[src/rtl/wmf_pkg.sv]
package wmf_pkg;
  localparam int ADDR_W = 16;

  typedef enum logic [1:0] {
    MODE_UPPER = 2'b00,
    MODE_BANK1 = 2'b01,
    MODE_TEXT  = 2'b10,
    MODE_ALL   = 2'b11
  } mir_mode_e;

  localparam mir_mode_e RESET_MODE = MODE_ALL;
endpackage

[src/rtl/wmf_mode_reg.sv]
module wmf_mode_reg
  import wmf_pkg::*;
(
  input  logic       clk,
  input  logic       rst_n,
  input  logic       load,
  input  logic [1:0] value,
  output mir_mode_e  mode
);
  mir_mode_e mode_d;
  mir_mode_e mode_q;

  always_comb begin
    mode_d = mode_q;
    if (load) mode_d = mir_mode_e'(value);
  end

  always_ff @(posedge clk or negedge rst_n) begin
    if (!rst_n)    mode_q <= RESET_MODE;
    else if (load) mode_q <= mode_d;
  end

  assign mode = mode_q;
endmodule

[src/rtl/wmf_window_dec.sv]
module wmf_window_dec
  import wmf_pkg::*;
(
  input  mir_mode_e         mode,
  input  logic [ADDR_W-1:0] addr,
  output logic              hit
);
  localparam int TOP = ADDR_W - 1;

  always_comb begin
    unique case (mode)
      MODE_UPPER: hit = (addr[TOP -: 2] == 2'b10);
      MODE_BANK1: hit = (addr[TOP -: 2] == 2'b01);
      MODE_TEXT:  hit = (addr[TOP -: 6] == 6'b000001);
      default:    hit = 1'b1;
    endcase
  end
endmodule

[src/rtl/wmf_fifo.sv]
module wmf_fifo #(
  parameter int WIDTH = 16,
  parameter int DEPTH = 4
) (
  input  logic             clk,
  input  logic             rst_n,
  input  logic             push,
  input  logic [WIDTH-1:0] push_data,
  input  logic             pop,
  output logic [WIDTH-1:0] head,
  output logic             not_empty,
  output logic             full
);
  localparam int PTR_W = (DEPTH > 1) ? $clog2(DEPTH) : 1;
  localparam int CNT_W = $clog2(DEPTH + 1);
  localparam logic [PTR_W-1:0] LAST = PTR_W'(DEPTH - 1);
  localparam logic [CNT_W-1:0] FULL_CNT = CNT_W'(DEPTH);

  logic [WIDTH-1:0] mem [DEPTH];
  logic [PTR_W-1:0] wr_q, wr_d, rd_q, rd_d;
  logic [CNT_W-1:0] cnt_q, cnt_d;
  logic             do_push, do_pop;

  assign do_push = push && (cnt_q != FULL_CNT);
  assign do_pop  = pop && (cnt_q != '0);

  always_comb begin
    wr_d  = wr_q;
    rd_d  = rd_q;
    cnt_d = cnt_q;
    if (do_push) wr_d = (wr_q == LAST) ? '0 : wr_q + 1'b1;
    if (do_pop)  rd_d = (rd_q == LAST) ? '0 : rd_q + 1'b1;
    if (do_push && !do_pop)      cnt_d = cnt_q + 1'b1;
    else if (do_pop && !do_push) cnt_d = cnt_q - 1'b1;
  end

  always_ff @(posedge clk or negedge rst_n) begin
    if (!rst_n) begin
      wr_q  <= '0;
      rd_q  <= '0;
      cnt_q <= '0;
    end else begin
      wr_q  <= wr_d;
      rd_q  <= rd_d;
      cnt_q <= cnt_d;
    end
  end

  generate
    for (genvar i = 0; i < DEPTH; i++) begin : g_slot
      always_ff @(posedge clk) begin
        if (do_push && wr_q == PTR_W'(i)) mem[i] <= push_data;
      end
    end
  endgenerate

  assign head      = mem[rd_q];
  assign not_empty = (cnt_q != '0);
  assign full      = (cnt_q == FULL_CNT);
endmodule

[src/rtl/wr_mirror_filter.sv]
module wr_mirror_filter
  import wmf_pkg::*;
#(
  parameter int DEPTH = 4
) (
  input  logic        clk,
  input  logic        rst_n,
  input  logic        mode_wr,
  input  logic [1:0]  mode_in,
  input  logic        cpu_wr_valid,
  input  logic [15:0] cpu_wr_addr,
  output logic        cpu_wr_ready,
  output logic        mir_valid,
  output logic [15:0] mir_addr,
  input  logic        mir_ready
);
  mir_mode_e mode_q;
  logic      in_window;
  logic      accept;
  logic      fifo_full;

  wmf_mode_reg u_mode (
    .clk   (clk),
    .rst_n (rst_n),
    .load  (mode_wr),
    .value (mode_in),
    .mode  (mode_q)
  );

  wmf_window_dec u_dec (
    .mode (mode_q),
    .addr (cpu_wr_addr),
    .hit  (in_window)
  );

  assign cpu_wr_ready = !fifo_full;
  assign accept       = cpu_wr_valid && cpu_wr_ready;

  wmf_fifo #(.WIDTH(ADDR_W), .DEPTH(DEPTH)) u_fifo (
    .clk       (clk),
    .rst_n     (rst_n),
    .push      (accept && in_window),
    .push_data (cpu_wr_addr),
    .pop       (mir_ready),
    .head      (mir_addr),
    .not_empty (mir_valid),
    .full      (fifo_full)
  );
endmodule

[config.mk]
export PLATFORM = sky130hd
export DESIGN_NAME = wr_mirror_filter
export DESIGN_NICKNAME = d
export VERILOG_FILES = /design/src/rtl/wmf_pkg.sv /design/src/rtl/wmf_mode_reg.sv /design/src/rtl/wmf_window_dec.sv /design/src/rtl/wmf_fifo.sv /design/src/rtl/wr_mirror_filter.sv
export SDC_FILE = /design/constraint.sdc
export NUM_CORES = 1
export LEC_CHECK = 0
export ABC_AREA = 1
export CAP_MARGIN = 40
export CELL_PAD_IN_SITES_DETAIL_PLACEMENT = 0
export CELL_PAD_IN_SITES_GLOBAL_PLACEMENT = 2
export CORE_AREA = 3 3 91 93
export DETAILED_ROUTE_END_ITERATION = 8
export DIE_AREA = 0 0 94 96
export DONT_BUFFER_PORTS = 1
export GPL_TIMING_DRIVEN = 0
export PLACE_DENSITY_LB_ADDON = 0.12
export SYNTH_ARGS = -nofsm -noshare
export SYNTH_HDL_FRONTEND = slang
export SYNTH_HIERARCHICAL = 1
export SYNTH_SLANG_ARGS = --single-unit
[constraint.sdc]
create_clock -name clk -period 6 [get_ports clk]
set_clock_uncertainty 0.15 [all_clocks]
set_input_delay 0.9 -clock clk [delete_from_list [all_inputs] [get_ports clk]]
set_output_delay 0.9 -clock clk [all_outputs]
set_load 0.05 [all_outputs]
==> flow_summary.ini <==
[run_status]
status = completed

[final_layout]
seqCellArea_sq_um = 2150
final_layout_size_suffix_gt1_share_pct = 30.5
multi_input_area_sq_um = 963
diodes = 0
final_net_count = 326
final_cells = 400
n_fill_cell = 680
syn2layout_area_growth_pct = 12.5

[route]
drc = 0
num_vias = 1904
first_pass_iters = 4
drt-vias-per-instance = 4.76
wirelength_mm = 6.26
final_antenna_net_count = 0
drtIter0Drc = 52
wl_per_cell_microns = 15.7

[power]
p_int_mw = 1.13
power.density_nw_per_um2 = 513
pwr-share-clk_pct = 22.6
p_leak_nw = 1.58
netSwitchingFraction_pct = 43.1
switchingPower_uw = 857
fin_total_pwr_mw = 1.99
p_seq_share_pct = 32.6
ir_drop_uv = 199
combPwrFrac_pct = 44.8

[synthesis]
synth_cell_types = 26
ys_seq_area_share_pct = 62.4
synthCells = 278
yosysWarnings = 6
syn_nets = 311
syn_area_per_cell_sq_um = 12.4
synth_area_sq_um = 3440
ys_ff_latch = 73

[cts]
clk_pin_slew_ns = 0.08
cts_root_buf = clkbuf_8
cts_tree = yes
holdBufCountCts = 0
clk-insertion-delay-late_ns = 0.33
post_cts_resized = 0
clock-sinks = 73
cts_setup_buffers = 0
clk_path_buf_depth = 2
htreeDepth = 3
cts_buffers = 9

[sta]
tightest_slew_ns = 0.528
hold_violations = 0
fin_crit_ns = 2.73
final_max_slew_viol_count = 0
fmax_ghz = 0.367
setup_viol = 0
setup-tns-final_ns = 0
slew-limit-headroom_pct = 64.7
fin_crit_sh_pct = 45.5
rsz0062_at_grt = false

[placed_design]
dpl.hpwl_mm = 4.35
port_buffers = 0
gp_congestion = 0.695
dp_cells = 384

[setup_path]
endpoint_kind = register
path_class = reg -> reg
cp-start-kind = register
cp.arrival_ns = 2.80
worstPathRequired_ns = 6.07
cp_max_fo = 7

[flow_run]
drv_cap = 0

[floorplanning]
fp.dieW_microns = 94
row_count = 32
die_area_sq_um = 9020
start_util_pct = 45.3
chipHeight_microns = 96
core_sq_um = 7610
ios = 41

[global_route]
grt_pass1_vias = 1956
antenna_found_initial = 0
grt.total_usage_pct = 15.3
grt_max_degree = 13
grt_pass1_wl_mm = 10.1
gr-total-overflow = 0

[min_path]
worstHoldPathType = in -> async
[sequential cells by signal, indices dropped and copies added, names as in the netlist]
signal,cells
u_fifo/wr_q,2
u_fifo/cnt_q,3
u_fifo/rd_q,2
u_fifo/mem,64
u_mode/mode,2
[cells in the mapped netlist]
library cell	n	area share [%]
nor2_2	1	0.18
o211ai_2	23	8.4
ha_1	9	3.3
edfxtp_1	64	56
buf_8	1	0.44
xnor2_1	1	0.25
nand2_2	26	4.7
buf_2	2	0.29
fa_1	1	0.58
clkinv_4	1	0.25
o21ai_0	1	0.15
nand4_1	1	0.18
buf_4	1	0.22
nand2_1	48	5.2
nand3_1	7	1.0
nor3_2	1	0.29
nand3_2	1	0.29
inv_1	51	5.6
nand3b_1	1	0.22
buf_12	3	1.7
inv_2	4	0.44
o211ai_1	9	2.0
dfrtp_1	7	5.1
nor2_1	9	0.98
dfstp_2	2	1.5
buf_6	3	0.98
[placed cells by master, fill, tap and decap left out, drive strengths merged]
cell / synthesis / final
nor3: 1 / 1
nand3: 8 / 8
ha: 9 / 9
dfstp: 2 / 2
buf: 10 / 14
fa: 1 / 1
dfrtp: 7 / 7
edfxtp: 64 / 64
nand2: 74 / 74
nand4: 1 / 1
o211ai: 32 / 32
bufinv: 0 / 3
o21ai: 1 / 1
xnor2: 1 / 1
clkinv: 1 / 3
nand3b: 1 / 1
clkbuf: 0 / 11
inv: 55 / 55
nor2: 10 / 10
[through the flow]
step / util [%] / instance area (sq um) / worst slack [ns] / hold slack, ns
after floorplan: - / 3440 / 3.27 / 0.301
after global placement: 47.0 / 3570 / 2.52 / 0.318
after detailed placement: 47.8 / 3640 / 3.18 / 0.320
after CTS: 50.9 / 3870 / 3.24 / 0.0862
after global routing: 50.9 / 3870 / 2.93 / 0.0840
final: 50.9 / 3870 / 3.27 / 0.110
[metal layers]
layer	routed length, microns	track usage (%)
met3	352	3.83
met4	46	6.86
met1	2750	19.9
met5	0	0
met2	3110	24.4
[cell families (layout without fill, tap and decap cells)]
logic type	after synthesis	count (layout)	synth area share, %
AOI/OAI and AO/OA	33	33	10.5
xor gates and xnor gates	1	1	0.254
adders and majority gates	10	10	3.85
buffers and inverters	66	86	9.92
DFF	73	73	62.4
and+or+nand+nor	95	95	13.1
[worst max-delay path, cell delays in order, from the launching register on]
cell	delay, ns
dfstp_2	0.55
inv_1	0.06
ha_1	0.27
inv_1	0.04
nor3_2	0.13
nand2_1	0.06
nand2_1	0.05
nand2_1	0.06
nor2_2	0.14
nand2_2	0.15
inv_2	0.08
ha_1	0.16
inv_1	0.07
fa_1	0.37
nand2_1	0.10
nand3_1	0.07
nand2_1	0.06
nand2_1	0.04
[final timing paths]
| path | from | cells after the start | slack, ns | endpoint |
|---|---|---|---|---|
| min reg2reg | u_mode/mode[0] | 2 | 0.33 | u_mode/mode[0] |
| max reg2reg | u_mode/mode[0] | 17 | 3.27 | u_fifo/cnt_q[2] |
| min in group clk | u_mode/mode[0] | 2 | 0.33 | u_mode/mode[0] |
| max in group asynchronous | rst_n | 0 | 5.43 | u_mode/mode[0] |
| min | rst_n | 0 | 0.11 | u_fifo/wr_q[0] |
| max | u_mode/mode[0] | 17 | 3.27 | u_fifo/cnt_q[2] |
[power by group through the flow]
stage	Clock, mW	Combinational (mW)	Sequential, mW
4_1_cts	0.462	0.911	0.648
2_1_floorplan	0	0.766	0.653
6_report	0.449	0.891	0.648
5_1_grt	0.482	0.963	0.656
3_5_place_dp	0	0.912	0.659
3_3_place_gp	0	0.891	0.660
[final cells by class]
class / count / area share [%]
clock buffer: 11 / 3.39
multi-input combinational: 139 / 24.9
inverter: 56 / 5.56
clock inverter: 5 / 2.68
tap: 102 / 3.29
sequential: 73 / 55.5
timing repair buffer: 4 / 1.45
buffer: 10 / 3.26
Power figures use the tool's default switching activity.
